## src/rtl/spi_cfg_pkg.sv

```systemverilog
package spi_cfg_pkg;

   typedef enum logic [1:0] {
      CFG_OK          = 2'd0,
      CFG_RST_FAIL    = 2'd1,
      CFG_NOT_DONE    = 2'd2,
      CFG_UNSUPPORTED = 2'd3
   } cfg_status_e;

   typedef enum logic [2:0] {
      S_IDLE,
      S_RST,
      S_CHK_LO,
      S_HOUSE,
      S_GAP,
      S_STREAM,
      S_CHK_HI,
      S_PAD
   } cfg_state_e;

   function automatic int unsigned us_to_cycles(input int unsigned clk_hz,
                                                input int unsigned us);
      return (clk_hz / 1_000_000) * us;
   endfunction

   function automatic int unsigned umax(input int unsigned a, input int unsigned b);
      return (a > b) ? a : b;
   endfunction

endpackage

```

## src/rtl/spi_cfg_sync.sv

```systemverilog
module spi_cfg_sync #(
   parameter int unsigned STAGES = 2
) (
   input  logic clk,
   input  logic rst_n,
   input  logic d_i,
   output logic q_o
);
   if (STAGES < 2) begin : g_bad_stages
      $error("spi_cfg_sync: STAGES must be at least 2");
   end

   logic [STAGES-1:0] ff_q;

   always_ff @(posedge clk or negedge rst_n) begin
      if (!rst_n) ff_q <= '0;
      else        ff_q <= {ff_q[STAGES-2:0], d_i};
   end

   assign q_o = ff_q[STAGES-1];
endmodule

```

## src/rtl/spi_cfg_timer.sv

```systemverilog
module spi_cfg_timer #(
   parameter int unsigned W = 8
) (
   input  logic         clk,
   input  logic         rst_n,
   input  logic         load_i,
   input  logic [W-1:0] val_i,
   output logic         zero_o
);
   logic [W-1:0] cnt_q;

   always_ff @(posedge clk or negedge rst_n) begin
      if (!rst_n)            cnt_q <= '0;
      else if (load_i)       cnt_q <= val_i;
      else if (cnt_q != '0)  cnt_q <= cnt_q - 1'b1;
   end

   assign zero_o = (cnt_q == '0);
endmodule

```

## src/rtl/spi_cfg_shift.sv

```systemverilog
module spi_cfg_shift #(
   parameter int unsigned DIV = 4,
   parameter int unsigned W   = 8
) (
   input  logic         clk,
   input  logic         rst_n,
   input  logic         load_i,
   input  logic [W-1:0] data_i,
   output logic         busy_o,
   output logic         sck_o,
   output logic         mosi_o
);
   localparam int unsigned DW = (DIV > 1) ? $clog2(DIV) : 1;
   localparam int unsigned BW = $clog2(W);

   if (DIV < 1) begin : g_bad_div
      $error("spi_cfg_shift: DIV must be at least 1");
   end
   if (W < 2) begin : g_bad_w
      $error("spi_cfg_shift: W must be at least 2");
   end

   logic [W-1:0]  sr_q;
   logic [DW-1:0] div_q;
   logic [BW-1:0] bit_q;
   logic          sck_q;
   logic          busy_q;

   always_ff @(posedge clk or negedge rst_n) begin
      if (!rst_n) begin
         sr_q   <= '0;
         div_q  <= '0;
         bit_q  <= '0;
         sck_q  <= 1'b0;
         busy_q <= 1'b0;
      end else if (load_i) begin
         sr_q   <= data_i;
         div_q  <= '0;
         bit_q  <= '0;
         sck_q  <= 1'b0;
         busy_q <= 1'b1;
      end else if (busy_q) begin
         if (div_q == DW'(DIV - 1)) begin
            div_q <= '0;
            if (!sck_q) begin
               sck_q <= 1'b1;
            end else begin
               sck_q <= 1'b0;
               if (bit_q == BW'(W - 1)) begin
                  busy_q <= 1'b0;
               end else begin
                  bit_q <= bit_q + 1'b1;
                  sr_q  <= {sr_q[W-2:0], 1'b0};
               end
            end
         end else begin
            div_q <= div_q + 1'b1;
         end
      end
   end

   assign busy_o = busy_q;
   assign sck_o  = sck_q;
   assign mosi_o = sr_q[W-1] & busy_q;

   // data held steady for the whole high phase of the serial clock
   assert_mosi_hold_R5: assert property (@(posedge clk) disable iff (!rst_n)
      (sck_q && $past(sck_q)) |-> $stable(mosi_o));

   // a byte is only loaded into an empty shifter
   assert_load_empty_R6: assert property (@(posedge clk) disable iff (!rst_n)
      load_i |-> !busy_q);
endmodule

```

## src/rtl/spi_cfg_loader.sv

```systemverilog
module spi_cfg_loader
   import spi_cfg_pkg::*;
#(
   parameter int unsigned CLK_HZ      = 125_000_000,
   parameter int unsigned SCK_DIV     = 4,
   parameter int unsigned RESET_US    = 1,
   parameter int unsigned HOUSE_US    = 1200,
   parameter int unsigned PAD_BYTES   = 7,
   parameter int unsigned SYNC_STAGES = 2
) (
   input  logic       clk,
   input  logic       rst_n,
   input  logic       start_i,
   input  logic       partial_i,
   input  logic       s_valid_i,
   input  logic [7:0] s_data_i,
   input  logic       s_last_i,
   output logic       s_ready_o,
   output logic       busy_o,
   output logic       success_o,
   output logic [1:0] status_o,
   output logic       tgt_rst_n_o,
   output logic       spi_cs_n_o,
   output logic       spi_sck_o,
   output logic       spi_mosi_o,
   input  logic       tgt_done_i
);
   localparam int unsigned RST_CYC    = us_to_cycles(CLK_HZ, RESET_US);
   localparam int unsigned HOUSE_CYC  = us_to_cycles(CLK_HZ, HOUSE_US);
   localparam int unsigned SETTLE_CYC = SYNC_STAGES + 2;
   localparam int unsigned GAP_CYC    = 2 * SCK_DIV;
   localparam int unsigned SCK_HZ     = CLK_HZ / (2 * SCK_DIV);
   localparam int unsigned MAX_CYC    = umax(umax(RST_CYC, HOUSE_CYC),
                                             umax(SETTLE_CYC, GAP_CYC));
   localparam int unsigned TW         = $clog2(MAX_CYC + 1);
   localparam int unsigned PW         = $clog2(PAD_BYTES + 1);

   if (SCK_DIV < 1 || SCK_HZ < 1_000_000 || SCK_HZ > 25_000_000) begin : g_bad_sck
      $error("spi_cfg_loader: serial clock outside 1..25 MHz");
   end
   if (RST_CYC < 1 || HOUSE_CYC < 1) begin : g_bad_delay
      $error("spi_cfg_loader: CLK_HZ too low for the reset and housekeeping delays");
   end
   if (PAD_BYTES * 8 < 49) begin : g_bad_pad
      $error("spi_cfg_loader: activation padding must cover at least 49 bits");
   end

   cfg_state_e    state_q, state_d;
   cfg_status_e   status_q, status_d;
   logic          ok_q, ok_d;
   logic          last_q, last_d;
   logic [PW-1:0] pad_q, pad_d;

   logic          tmr_load, tmr_zero;
   logic [TW-1:0] tmr_val;
   logic          sh_load, sh_busy;
   logic [7:0]    sh_data;
   logic          done_s;

   spi_cfg_sync #(.STAGES(SYNC_STAGES)) u_sync (
      .clk(clk), .rst_n(rst_n), .d_i(tgt_done_i), .q_o(done_s)
   );

   spi_cfg_timer #(.W(TW)) u_timer (
      .clk(clk), .rst_n(rst_n), .load_i(tmr_load), .val_i(tmr_val), .zero_o(tmr_zero)
   );

   spi_cfg_shift #(.DIV(SCK_DIV), .W(8)) u_shift (
      .clk(clk), .rst_n(rst_n), .load_i(sh_load), .data_i(sh_data),
      .busy_o(sh_busy), .sck_o(spi_sck_o), .mosi_o(spi_mosi_o)
   );

   assign s_ready_o = (state_q == S_STREAM) && !sh_busy && !last_q;

   always_comb begin
      state_d  = state_q;
      status_d = status_q;
      ok_d     = ok_q;
      last_d   = last_q;
      pad_d    = pad_q;
      tmr_load = 1'b0;
      tmr_val  = '0;
      sh_load  = 1'b0;
      sh_data  = '0;
      unique case (state_q)
         S_IDLE: if (start_i) begin
            ok_d = 1'b0;
            if (partial_i) begin
               status_d = CFG_UNSUPPORTED;
            end else begin
               status_d = CFG_OK;
               state_d  = S_RST;
               tmr_load = 1'b1;
               tmr_val  = TW'(RST_CYC - 1);
            end
         end
         S_RST: if (tmr_zero) begin
            state_d  = S_CHK_LO;
            tmr_load = 1'b1;
            tmr_val  = TW'(SETTLE_CYC - 1);
         end
         S_CHK_LO: if (tmr_zero) begin
            if (done_s) begin
               status_d = CFG_RST_FAIL;
               state_d  = S_IDLE;
            end else begin
               state_d  = S_HOUSE;
               tmr_load = 1'b1;
               tmr_val  = TW'(HOUSE_CYC - 1);
            end
         end
         S_HOUSE: if (tmr_zero) begin
            state_d  = S_GAP;
            tmr_load = 1'b1;
            tmr_val  = TW'(GAP_CYC - 1);
         end
         S_GAP: if (tmr_zero) begin
            state_d = S_STREAM;
            last_d  = 1'b0;
         end
         S_STREAM: begin
            if (s_valid_i && s_ready_o) begin
               sh_load = 1'b1;
               sh_data = s_data_i;
               if (s_last_i) last_d = 1'b1;
            end else if (last_q && !sh_busy) begin
               state_d  = S_CHK_HI;
               tmr_load = 1'b1;
               tmr_val  = TW'(SETTLE_CYC - 1);
            end
         end
         S_CHK_HI: if (tmr_zero) begin
            if (done_s) begin
               state_d = S_PAD;
               pad_d   = '0;
            end else begin
               status_d = CFG_NOT_DONE;
               state_d  = S_IDLE;
            end
         end
         S_PAD: if (!sh_busy) begin
            if (pad_q != PW'(PAD_BYTES)) begin
               sh_load = 1'b1;
               pad_d   = pad_q + 1'b1;
            end else begin
               ok_d    = 1'b1;
               state_d = S_IDLE;
            end
         end
         default: state_d = S_IDLE;
      endcase
   end

   always_ff @(posedge clk or negedge rst_n) begin
      if (!rst_n) begin
         state_q  <= S_IDLE;
         status_q <= CFG_OK;
         ok_q     <= 1'b0;
         last_q   <= 1'b0;
         pad_q    <= '0;
      end else begin
         state_q  <= state_d;
         status_q <= status_d;
         ok_q     <= ok_d;
         last_q   <= last_d;
         pad_q    <= pad_d;
      end
   end

   always_comb begin
      unique case (state_q)
         S_RST, S_CHK_LO, S_HOUSE, S_STREAM, S_PAD: spi_cs_n_o = 1'b0;
         default:                                   spi_cs_n_o = 1'b1;
      endcase
   end

   assign tgt_rst_n_o = (state_q != S_RST);
   assign busy_o      = (state_q != S_IDLE);
   assign success_o   = ok_q;
   assign status_o    = status_q;

   // the serial clock only runs inside a chip-select frame
   assert_sck_in_frame_R5: assert property (@(posedge clk) disable iff (!rst_n)
      spi_sck_o |-> !spi_cs_n_o);

   // target reset is only low while chip select is low
   assert_rst_in_frame_R2: assert property (@(posedge clk) disable iff (!rst_n)
      !tgt_rst_n_o |-> !spi_cs_n_o);

   // done high after reset release ends the run with a reset failure
   assert_reset_fail_R3: assert property (@(posedge clk) disable iff (!rst_n)
      (state_q == S_CHK_LO && tmr_zero && done_s) |=>
         (status_o == 2'd1 && spi_cs_n_o && !busy_o));

   // one byte per handshake, ready drops after acceptance
   assert_one_beat_R6: assert property (@(posedge clk) disable iff (!rst_n)
      (s_valid_i && s_ready_o) |=> !s_ready_o);

   // done still low after the image ends the run without padding
   assert_not_done_R7: assert property (@(posedge clk) disable iff (!rst_n)
      (state_q == S_CHK_HI && tmr_zero && !done_s) |=>
         (status_o == 2'd2 && !success_o && !busy_o));

   // a partial request is refused and leaves the pins alone
   assert_partial_refused_R9: assert property (@(posedge clk) disable iff (!rst_n)
      (!busy_o && start_i && partial_i) |=>
         (status_o == 2'd3 && spi_cs_n_o && tgt_rst_n_o && !busy_o));
endmodule

```

## config.mk

```make
export PLATFORM = sky130hd
export DESIGN_NAME = spi_cfg_loader
export DESIGN_NICKNAME = d
export VERILOG_FILES = /design/src/rtl/spi_cfg_pkg.sv /design/src/rtl/spi_cfg_sync.sv /design/src/rtl/spi_cfg_timer.sv /design/src/rtl/spi_cfg_shift.sv /design/src/rtl/spi_cfg_loader.sv
export SDC_FILE = /design/constraint.sdc
export NUM_CORES = 1
export LEC_CHECK = 0
export BUFFER_PORTS_ARGS = -buffer_cell sky130_fd_sc_hd__buf_2
export CAP_MARGIN = 10
export CORE_MARGIN = 8
export CORE_UTILIZATION = 30
export DETAILED_ROUTE_END_ITERATION = 7
export PLACE_DENSITY = 0.44
export SLEW_MARGIN = 30
export SYNTH_ARGS = -nofsm -noshare
export SYNTH_HDL_FRONTEND = slang
export SYNTH_HIERARCHICAL = 1
export SYNTH_SLANG_ARGS = --single-unit
```

## constraint.sdc

```tcl
create_clock -name clk -period 3.5 [get_ports clk]
set_input_delay 0.35 -clock clk [delete_from_list [all_inputs] [get_ports clk]]
set_output_delay 0.35 -clock clk [all_outputs]
set_load 0.01 [all_outputs]
```

==> reports/metrics.yaml, run 1 <==
run_status:
  status: "completed"
critical_path:
  path_buf_inv: 1
  required_ns: 3.68
  cp_top_family: "simple AND/OR/NAND/NOR gates"
  slowest_stage: "dfrtp_1"
  worstPathCellList: "nor4_2 > nand4_1 > nor3_4 > nor2b_2 > a221o_1 > nand2b_1 > inv_1 > mux2_2"
  arrival_ns: 3.30
  crit_type: "flop to flop"
  start_kind: "flop"
  cpPeakStageDelay_ns: 0.44
  worst-path-max-fanout: 15
  cp-end-kind: "flop"
timing:
  max_freq_mhz: 321
  worst_slew_pin_slew_ns: 0.643
  skew_ns: 0.00838
  period_needed_ns: 3.12
  drv_slew: 0
  layout_setup_ws_ns: 0.383
  rsz0062_at_grt: "false"
  finalHoldViolCount: 0
  relSlewSlack_pct: 57.1
  finalCritPeriodShare_pct: 89.1
  finalSetupTns_ns: 0
  setup_viol: 0
synth:
  yosys-top-cells-area: "dfrtp_1 (41%), mux2_2 (7.0%), xnor2_1 (3.2%), nor2_1 (2.9%), ha_1 (2.7%)"
  async_flop_share_pct: 100
  synthDistinctLibCells: 68
  syn_area_um2: 2740
  synth_enable_flop_cells: 0
  synth_area_leader_cell: "dfrtp_1"
  synth_top_area_share_pct: 41.1
  yosys_warnings: 6
  yosysSeqAreaShare_pct: 41.1
  netlist_instances: 256
  ys_seq_elements: 45
  ys.flop_type: "dfrtp_1"
  synth.avg_cell_area_um2: 10.7
cts:
  cts_buffer_depth: 2
  insertion_delay_ns: 0.30
  clk_pin_slew_worst_paths_ns: 0.08
  cts.htree.levels: 2
  ctsRootBufferMaster: "clkbuf_8"
  cts_sinks: 45
  cts_tree: "built"
  cts-resized-gates: 0
  cts_setup_buffers: 0
  holdBufCountCts: 0
  cts_made_buffers: 5
detailed_routing:
  via_count: 1939
  drt-initial-drc-count: 54
  met2_length_um: 2720
  ant_nets: 0
  met1_length_um: 2830
  wl_met3_um: 266
  highest_layer: "met4"
  post-route-drc-count: 0
  wl_um: 5840
  dr.pass1.iters: 4
  viasPerCell: 4.86
  routedWlPerCell_um: 14.6
floorplan:
  core_um2: 9060
  initial_core_util_pct: 30.2
  die_x_um: 112
  die_area_um2: 12500
  ios: 24
  die_h_um: 112
  rows: 35
place:
  gp_congestion: 0.756
  hpwl_um: 4270
  port_buffers: 23
  placed_area_um2: 2990
  preCtsSetupSlack_ns: 0.371
  placed_cells: 391
power:
  p_per_area_nw_per_um2: 487
  ir_drop_mv: 0.258
  p_leak_nw: 1.47
global_routing:
  grt_usage_pct: 9.96
  grt_max_degree: 46
  grt-ovfl-total: 0
  antenna_found_initial: 0
  grt_pass1_vias: 2045
  grt_pass1_wl_um: 10200
cells_and_area:
  final_layout_size_suffix_gt1_share_pct: 27.8
  fill_cells: 923
  diodes: 0
  final_cell_mix: "dfrtp_1 (45), buf_2 (22), nor2_1 (21)"
  layout.nets: 308
  mostFrequentLayoutCell: "dfrtp_1"
  syn2layout_area_growth_pct: 14.0
  stdcell_area_um2: 3120
  final_cells: 399
job:
  drv_cap: 0
worst_hold_path:
  hold_path_class: "input pin to asynchronous set/reset pin"
-- area by class of cell --
cell class / instances / area [um2] / area share, %
flip-flops and latches: 45 / 1130 / 36.0
clock inverters: 3 / 65.1 / 2.08
inverters: 9 / 33.8 / 1.08
clock buffers: 5 / 68.8 / 2.20
multi-input cells: 192 / 1490 / 47.7
well taps: 111 / 139 / 4.45
repair buffers: 34 / 200 / 6.41
-- kinds of logic after synthesis --
family,count (synthesis),synth area share [%]
other,1,0.137
AND/OR/NAND/NOR,91,20.7
flip-flops,45,41.1
XOR/XNOR,15,4.79
buffers and inverters,24,5.20
AO/OA/AOI/OAI,46,13.6
multiplexers,28,11.8
adder cells (fa/ha/maj),6,2.74
-- routing by layer --
metal / vias up / track usage, %
met5: - / 0
met4: 0 / 2.55
met3: 2 / 3.03
met2: 32 / 16.1
met1: 930 / 12.6
li1: 975 / -
-- flip-flops by register name, summed over array words and instances (netlist names) --
| signal | count |
|---|---|
| success_o | 1 |
| state_q | 3 |
| u_shift/sck_o | 1 |
| status_o | 2 |
| u_shift/div_q | 2 |
| u_sync/ff_q | 2 |
| u_shift/bit_q | 3 |
| u_shift/busy_o | 1 |
| last_q | 1 |
| u_shift/sr_q | 8 |
| pad_q | 3 |
| u_timer/cnt_q | 18 |
-- power breakdown --
group	switching (mW)	leakage, nW	total (mW)	internal [mW]
logic	0.148	0.844	0.314	0.166
clock network	0.182	0.0681	0.466	0.284
registers	0.122	0.563	0.741	0.618
-- metrics by stage --
step / utilization, % / hold WS [ns] / power (mW)
finish: 34.5 / 0.0383 / 1.52
global route: 34.5 / 0.100 / 1.63
detailed placement: 33.0 / 0.338 / 1.07
floorplan: - / 0.0544 / 0.982
CTS: 34.5 / 0.0750 / 1.55
global placement: 33.0 / 0.335 / 1.07
-- final timing paths --
check | start | endpoint | slack (ns) | depth (start not counted)
setup / recovery | u_timer/cnt_q[11] | u_timer/cnt_q[1] | 0.38 | 8
hold reg to reg | u_sync/ff_q[0] | u_sync/ff_q[1] | 0.36 | 0
min in group clk | tgt_done_i | u_sync/ff_q[0] | 0.16 | 1
max in group asynchronous | rst_n | u_sync/ff_q[0] | 3.03 | 1
setup reg to reg | u_timer/cnt_q[11] | u_timer/cnt_q[1] | 0.38 | 8
hold / removal | rst_n | u_timer/cnt_q[5] | 0.04 | 1
-- cell usage after synthesis (5+ instances only) --
cell,instances
xor2_1,5
o31ai_1,5
mux2i_1,6
o21ai_0,6
nand2b_1,5
ha_1,6
nor2_1,21
nand2_1,16
inv_1,9
dfrtp_1,45
a211oi_1,5
and2_1,9
xnor2_1,10
mux2_2,17
Power figures use the tool's default switching activity.
==> run 2, diff against run 1 <==
ABC_AREA = 1   (was unset)
==> reports/metrics.yaml, run 2 <==
synth:
  ys_seq_elements: 45  # unchanged
  yosys-top-cells-count: "nand2_1 (137), dfrtp_1 (45), nor2_1 (45)"  # was dfrtp_1 (45), nor2_1 (21), mux2_2 (17)
  synth_enable_flop_cells: 0  # unchanged
  yosys.cell_count.top_type: "nand2_1"  # was dfrtp_1
  netlist_instances: 428  # was 256
  yosys_warnings: 6  # unchanged
  synth.avg_cell_area_um2: 7.12  # was 10.7 um2
  synthDistinctLibCells: 40  # was 68
  yosys-top-cells-area: "dfrtp_1 (37%), nand2_1 (17%), nand3_1 (6.6%), nor2_1 (5.5%), inv_1 (5.3%)"  # was dfrtp_1 (41%), mux2_2 (7.0%), xnor2_1 (3.2%), nor2_1 (2.9%), ha_1 (2.7%)
  synth_top_area_share_pct: 36.9  # was 41.1%
  ys.flop_type: "dfrtp_1"  # unchanged
  yosysSeqAreaShare_pct: 36.9  # was 41.1%
  syn_area_um2: 3050  # was 2740 um2
  async_flop_share_pct: 100  # unchanged
  synth_area_leader_cell: "dfrtp_1"  # unchanged
timing:
  skew_ns: 0.0166  # was 0.00838 ns
  worst_slew_pin_slew_ns: 0.658  # was 0.643 ns
  setup_viol: 0  # unchanged
  finalCritPeriodShare_pct: 85.3  # was 89.1%
  max_freq_mhz: 335  # was 321 MHz
  finalSetupTns_ns: 0  # unchanged
  finalHoldViolCount: 0  # unchanged
  relSlewSlack_pct: 56.1  # was 57.1%
  period_needed_ns: 2.99  # was 3.12 ns
  rsz0062_at_grt: "false"  # unchanged
  drv_slew: 0  # unchanged
power:
  p_leak_nw: 1.80  # was 1.47 nW
  ir_drop_mv: 0.245  # was 0.258 mV
  p_per_area_nw_per_um2: 621  # was 487 nW/um2
detailed_routing:
  routedWlPerCell_um: 11.7  # was 14.6 um
  ant_nets: 0  # unchanged
  post-route-drc-count: 0  # unchanged
  wl_um: 6940  # was 5840 um
  viasPerCell: 4.46  # was 4.86
  via_count: 2640  # was 1939
  dr.pass1.iters: 4  # unchanged
  drt-initial-drc-count: 189  # was 54
floorplan:
  initial_core_util_pct: 30.2  # about the same
  ios: 24  # unchanged
  die_x_um: 117  # was 112 um
  die_area_um2: 13600  # was 12500 um2
  die_h_um: 117  # was 112 um
  rows: 37  # was 35
  core_um2: 10100  # was 9060 um2
critical_path:
  worst-path-max-fanout: 17  # was 15
  required_ns: 3.73  # was 3.68 ns
  start_kind: "flop"  # unchanged
  cp-end-kind: "flop"  # unchanged
  crit_type: "flop to flop"  # unchanged
  arrival_ns: 3.21  # was 3.30 ns
job:
  drv_cap: 0  # unchanged
cts:
  cts.htree.levels: 2  # unchanged
  cts_setup_buffers: 0  # unchanged
  holdBufCountCts: 0  # unchanged
  cts_made_buffers: 5  # unchanged
  clk_pin_slew_worst_paths_ns: 0.09  # was 0.08 ns
  ctsRootBufferMaster: "clkbuf_8"  # unchanged
  cts_sinks: 45  # unchanged
  cts_buffer_depth: 2  # unchanged
  cts_tree: "built"  # unchanged
  cts-resized-gates: 0  # unchanged
  insertion_delay_ns: 0.30  # about the same
cells_and_area:
  largest_reg_flops: 18  # unchanged
  diodes: 0  # unchanged
  layout.nets: 476  # was 308
  multiInputGateArea_um2: 1650  # was 1490 um2
  syn2layout_area_growth_pct: 10.7  # was 14.0%
  final_cells: 592  # was 399
  seq_area_um2: 1130  # unchanged
  top_regs: "u_timer/cnt_q: 18 flops, u_shift/sr_q: 8 flops"  # unchanged
  final_cell_mix: "nand2_1 (137), nor2_1 (45), dfrtp_1 (45)"  # was dfrtp_1 (45), buf_2 (22), nor2_1 (21)
  final_layout_size_suffix_gt1_share_pct: 19.5  # was 27.8%
  fill_cells: 1160  # was 923
  mostFrequentLayoutCell: "nand2_1"  # was dfrtp_1
  regMostFlops: "u_timer/cnt_q"  # unchanged
global_routing:
  grt_pass1_wl_um: 12200  # was 10200 um
  grt_pass1_vias: 2577  # was 2045
  antenna_found_initial: 0  # unchanged
  grt-ovfl-total: 0  # unchanged
  grt_usage_pct: 11.1  # was 9.96%
  grt_max_degree: 26  # was 46
run_status:
  status: "completed"  # unchanged
place:
  gp_congestion: 0.780  # was 0.756
  port_buffers: 23  # unchanged
  hpwl_um: 5140  # was 4270 um
  placed_cells: 584  # was 391
worst_hold_path:
  hold_path_class: "input pin to asynchronous set/reset pin"  # unchanged
==> run 2: cell types whose count changed after synthesis, sizes merged, moves of 8 or more <==
cell   change
a21oi     +18
and2       -8
inv       +40
mux2      -22
nand2    +128
nand3     +44
nor2      +44
o21ai     +12
xnor2      -9
==> run 2: logic make-up after synthesis <==
family,share of synthesized area [%]
AND/OR/NAND/NOR,41.8
buffers and inverters,9.72
flip-flops,36.9
AO/OA/AOI/OAI,8.37
adder cells (fa/ha/maj),2.46
XOR/XNOR,0.575
other,0.123
==> run 2: worst max-delay path: stages (launching register included) <==
cell and delay (ns):
dfrtp_1 0.38, inv_1 0.10, ha_1 0.21, nand2_2 0.13
nor2_8 0.17, nand3_2 0.11, nor3_1 0.32, inv_1 0.21
nor2_4 0.22, nor2_2 0.06, inv_2 0.08, nor2_1 0.04
nand2_1 0.09, inv_2 0.15, nand4_4 0.18, clkinv_2 0.25
a21oi_1 0.19
==> run 2: path summary, 6_finish.rpt <==
kind,slack [ns],start,depth (start not counted),to
max in group asynchronous,2.75,rst_n,2,last_q
min in group clk,0.16,tgt_done_i,1,u_sync/ff_q[0]
max,0.51,u_timer/cnt_q[0],16,u_timer/cnt_q[7]
max reg2reg,0.51,u_timer/cnt_q[0],16,u_timer/cnt_q[7]
min reg2reg,0.35,u_sync/ff_q[0],0,u_sync/ff_q[1]
min,0.003,rst_n,1,u_timer/cnt_q[4]
==> run 2: area by class of cell <==
cell class	count	share of cell area, %
inverters	50	5.67
well taps	136	5.04
flip-flops and latches	45	33.4
multi-input cells	326	48.8
clock inverters	2	0.408
clock buffers	6	2.45
repair buffers	27	4.30
==> run 2: metrics by stage <==
stage | instance area [um2] | setup slack (ns) | hold slack (ns) | total power [mW] | util, %
3_3_place_gp | 3280 | 0.675 | 0.334 | 1.77 | 32.5
3_5_place_dp | 3280 | 0.483 | 0.338 | 1.77 | 32.5
6_report | 3370 | 0.513 | 0.00277 | 2.09 | 33.4
2_1_floorplan | 3070 | 1.05 | 0.0544 | 1.57 | -
4_1_cts | 3370 | 0.459 | 0.00760 | 2.14 | 33.4
5_1_grt | 3370 | 0.103 | 0.0317 | 2.30 | 33.4
==> run 2: layer usage <==
| layer | vias up | share of wire, % | wire, um | GRT usage [%] |
|---|---|---|---|---|
| li1 | 1388 | - | - | - |
| met1 | 1211 | 50 | 3480 | 15.0 |
| met2 | 36 | 45 | 3140 | 17.6 |
| met3 | 5 | 3.7 | 258 | 2.26 |
| met4 | 0 | 0.88 | 61 | 3.33 |
| met5 | - | 0 | 0 | 0 |
==> run 2: report_power, final <==
part           total, mW  internal, mW  switching (mW)
Clock              0.346         0.160           0.185
Combinational      0.930         0.343           0.586
Sequential         0.820         0.647           0.172
Total               2.09          1.15           0.944
==> run 3, diff against run 2 <==
BUFFER_PORTS_ARGS = -buffer_cell sky130_fd_sc_hd__buf_4   (was -buffer_cell sky130_fd_sc_hd__buf_2)
==> reports/metrics.yaml, run 3 (synthesis results as in run 2) <==
power:
  power.share.clock_pct: 19.1  # was 16.5%
  netSwitchingPower_mw: 0.972  # was 0.944 mW
  internal-power_mw: 1.23  # was 1.15 mW
  ir_drop_mv: 0.242  # was 0.245 mV
  p_leak_nw: 1.82  # was 1.80 nW
  p_per_area_nw_per_um2: 637  # was 621 nW/um2
  switching_share_pct: 44.2  # was 45.0%
  fin_total_pwr_mw: 2.20  # was 2.09 mW
  seqPwrFrac_pct: 37.2  # was 39.1%
  combPwrFrac_pct: 43.7  # was 44.4%
floorplan:
  ios: 24  # unchanged
  initial_core_util_pct: 30.2  # unchanged
  die_h_um: 117  # unchanged
  die_area_um2: 13600  # unchanged
  core_um2: 10100  # unchanged
  die_x_um: 117  # unchanged
  rows: 37  # unchanged
detailed_routing:
  ant_nets: 0  # unchanged
  viasPerCell: 4.44  # was 4.46
  dr.pass1.iters: 4  # unchanged
  wl_um: 7070  # was 6940 um
  routedWlPerCell_um: 11.9  # was 11.7 um
  drt-initial-drc-count: 107  # was 189
  via_count: 2627  # was 2640
  post-route-drc-count: 0  # unchanged
cts:
  cts_tree: "built"  # unchanged
  cts.htree.levels: 2  # unchanged
  ctsRootBufferMaster: "clkbuf_8"  # unchanged
  cts_made_buffers: 5  # unchanged
  cts_buffer_depth: 2  # unchanged
  insertion_delay_ns: 0.31  # was 0.30 ns
  clk_pin_slew_worst_paths_ns: 0.11  # was 0.09 ns
  holdBufCountCts: 0  # unchanged
  cts_setup_buffers: 0  # unchanged
  cts-resized-gates: 0  # unchanged
  cts_sinks: 45  # unchanged
job:
  drv_cap: 0  # unchanged
cells_and_area:
  top_regs: "u_timer/cnt_q: 18 flops, u_shift/sr_q: 8 flops"  # unchanged
  regMostFlops: "u_timer/cnt_q"  # unchanged
  syn2layout_area_growth_pct: 13.2  # was 10.7%
  diodes: 0  # unchanged
  largest_reg_flops: 18  # unchanged
  final_layout_size_suffix_gt1_share_pct: 19.5  # unchanged
  final_cells: 592  # unchanged
  mostFrequentLayoutCell: "nand2_1"  # unchanged
  final_cell_mix: "nand2_1 (137), nor2_1 (45), dfrtp_1 (45)"  # unchanged
  layout.nets: 476  # unchanged
timing:
  finalHoldViolCount: 0  # unchanged
  rsz0062_at_grt: "false"  # unchanged
  finalCritPeriodShare_pct: 84.8  # was 85.3%
  max_freq_mhz: 337  # was 335 MHz
  finalSetupTns_ns: 0  # unchanged
  drv_slew: 0  # unchanged
  relSlewSlack_pct: 57.5  # was 56.1%
  period_needed_ns: 2.97  # was 2.99 ns
  worst_slew_pin_slew_ns: 0.638  # was 0.658 ns
  layout_setup_ws_ns: 0.531  # was 0.513 ns
  skew_ns: 0.0177  # was 0.0166 ns
  setup_viol: 0  # unchanged
critical_path:
  start_kind: "flop"  # unchanged
  required_ns: 3.72  # was 3.73 ns
  cp-end-kind: "flop"  # unchanged
  regToRegSetupSlack_ns: 0.53  # was 0.51 ns
  arrival_ns: 3.19  # was 3.21 ns
  worst-path-max-fanout: 17  # unchanged
  rr_worst_depth: 16  # unchanged
  reg2reg_to: "u_timer/cnt_q[8]"  # was u_timer/cnt_q[7]
  timing.rr.start: "u_timer/cnt_q[0]"  # unchanged
  crit_type: "flop to flop"  # unchanged
run_status:
  status: "completed"  # unchanged
place:
  gp_congestion: 0.792  # was 0.780
  port_buffers: 23  # unchanged
  hpwl_um: 5100  # was 5140 um
  placed_cells: 584  # unchanged
  preCtsSetupSlack_ns: 0.481  # was 0.483 ns
global_routing:
  grt-ovfl-total: 0  # unchanged
  grt_max_degree: 46  # was 26
  grt_pass1_vias: 2619  # was 2577
  antenna_found_initial: 0  # unchanged
  grt_pass1_wl_um: 12500  # was 12200 um
  grt_usage_pct: 11.5  # was 11.1%
worst_hold_path:
  hold_path_class: "input pin to asynchronous set/reset pin"  # unchanged
[run 3: changes by cell type in the layout (fill, tap and decap cells not counted)]
| cell | previous run | this run |
|---|---|---|
| buf_2 | 23 | 0 |
| buf_4 | 4 | 27 |
| bufinv_16 | 0 | 1 |
| clkbuf_8 | 6 | 5 |
| clkinv_2 | 2 | 1 |
| clkinvlp_4 | 0 | 1 |
[run 3: cell type report]
class                   count  area (um2)
clock inverters             3        46.3
clock buffers               5        68.8
repair buffers             27         203
fillers                  1131        6640
flip-flops and latches     45        1130
multi-input cells         326        1650
well taps                 136         170
inverters                  50         191
[run 3: power by group through the flow]
stage | clock network (mW) | registers [mW] | logic, mW
after floorplan | 0 | 0.753 | 0.812
after global placement | 0 | 0.830 | 0.969
after detailed placement | 0 | 0.829 | 0.966
after CTS | 0.442 | 0.819 | 0.970
after global routing | 0.454 | 0.841 | 1.11
final | 0.419 | 0.818 | 0.961
[run 3: per-stage QoR]
step	util (%)	cell area, um2	hold WS, ns
finish	34.2	3450	0.0436
global route	34.2	3450	0.0991
CTS	34.2	3450	0.0676
detailed placement	33.1	3340	0.338
global placement	33.1	3340	0.335
floorplan	-	3070	0.0544
[run 3: worst max path at each step]
stage	cells past startpoint	slack (ns)	from	to
3_3_place_gp	16	0.68	u_timer/cnt_q[0]	u_timer/cnt_q[7]
4_1_cts	16	0.47	u_timer/cnt_q[0]	u_timer/cnt_q[7]
5_1_grt	16	0.19	u_timer/cnt_q[1]	u_timer/cnt_q[8]
6_report	16	0.53	u_timer/cnt_q[0]	u_timer/cnt_q[8]
3_5_place_dp	16	0.48	u_timer/cnt_q[0]	u_timer/cnt_q[7]
2_1_floorplan	16	1.05	u_timer/cnt_q[0]	u_timer/cnt_q[1]
[run 3: layer usage]
layer / wire (um) / global-route usage (%) / vias to the layer above
met5: 0 / 0 / -
met4: 76 / 3.50 / 0
met3: 234 / 2.10 / 7
met2: 3290 / 19.5 / 46
met1: 3470 / 14.6 / 1187
li1: - / - / 1387
[run 3: critical path: stages, from the launching register on]
cell,delay [ns]
dfrtp_1,0.38
inv_1,0.10
ha_1,0.22
nand2_2,0.13
nor2_8,0.17
nand3_2,0.11
nor3_1,0.31
inv_1,0.20
nor2_4,0.22
nor2_2,0.06
inv_2,0.08
nor2_1,0.04
nand2_1,0.10
inv_2,0.16
nand4_4,0.19
clkinv_2,0.25
a21oi_1,0.19
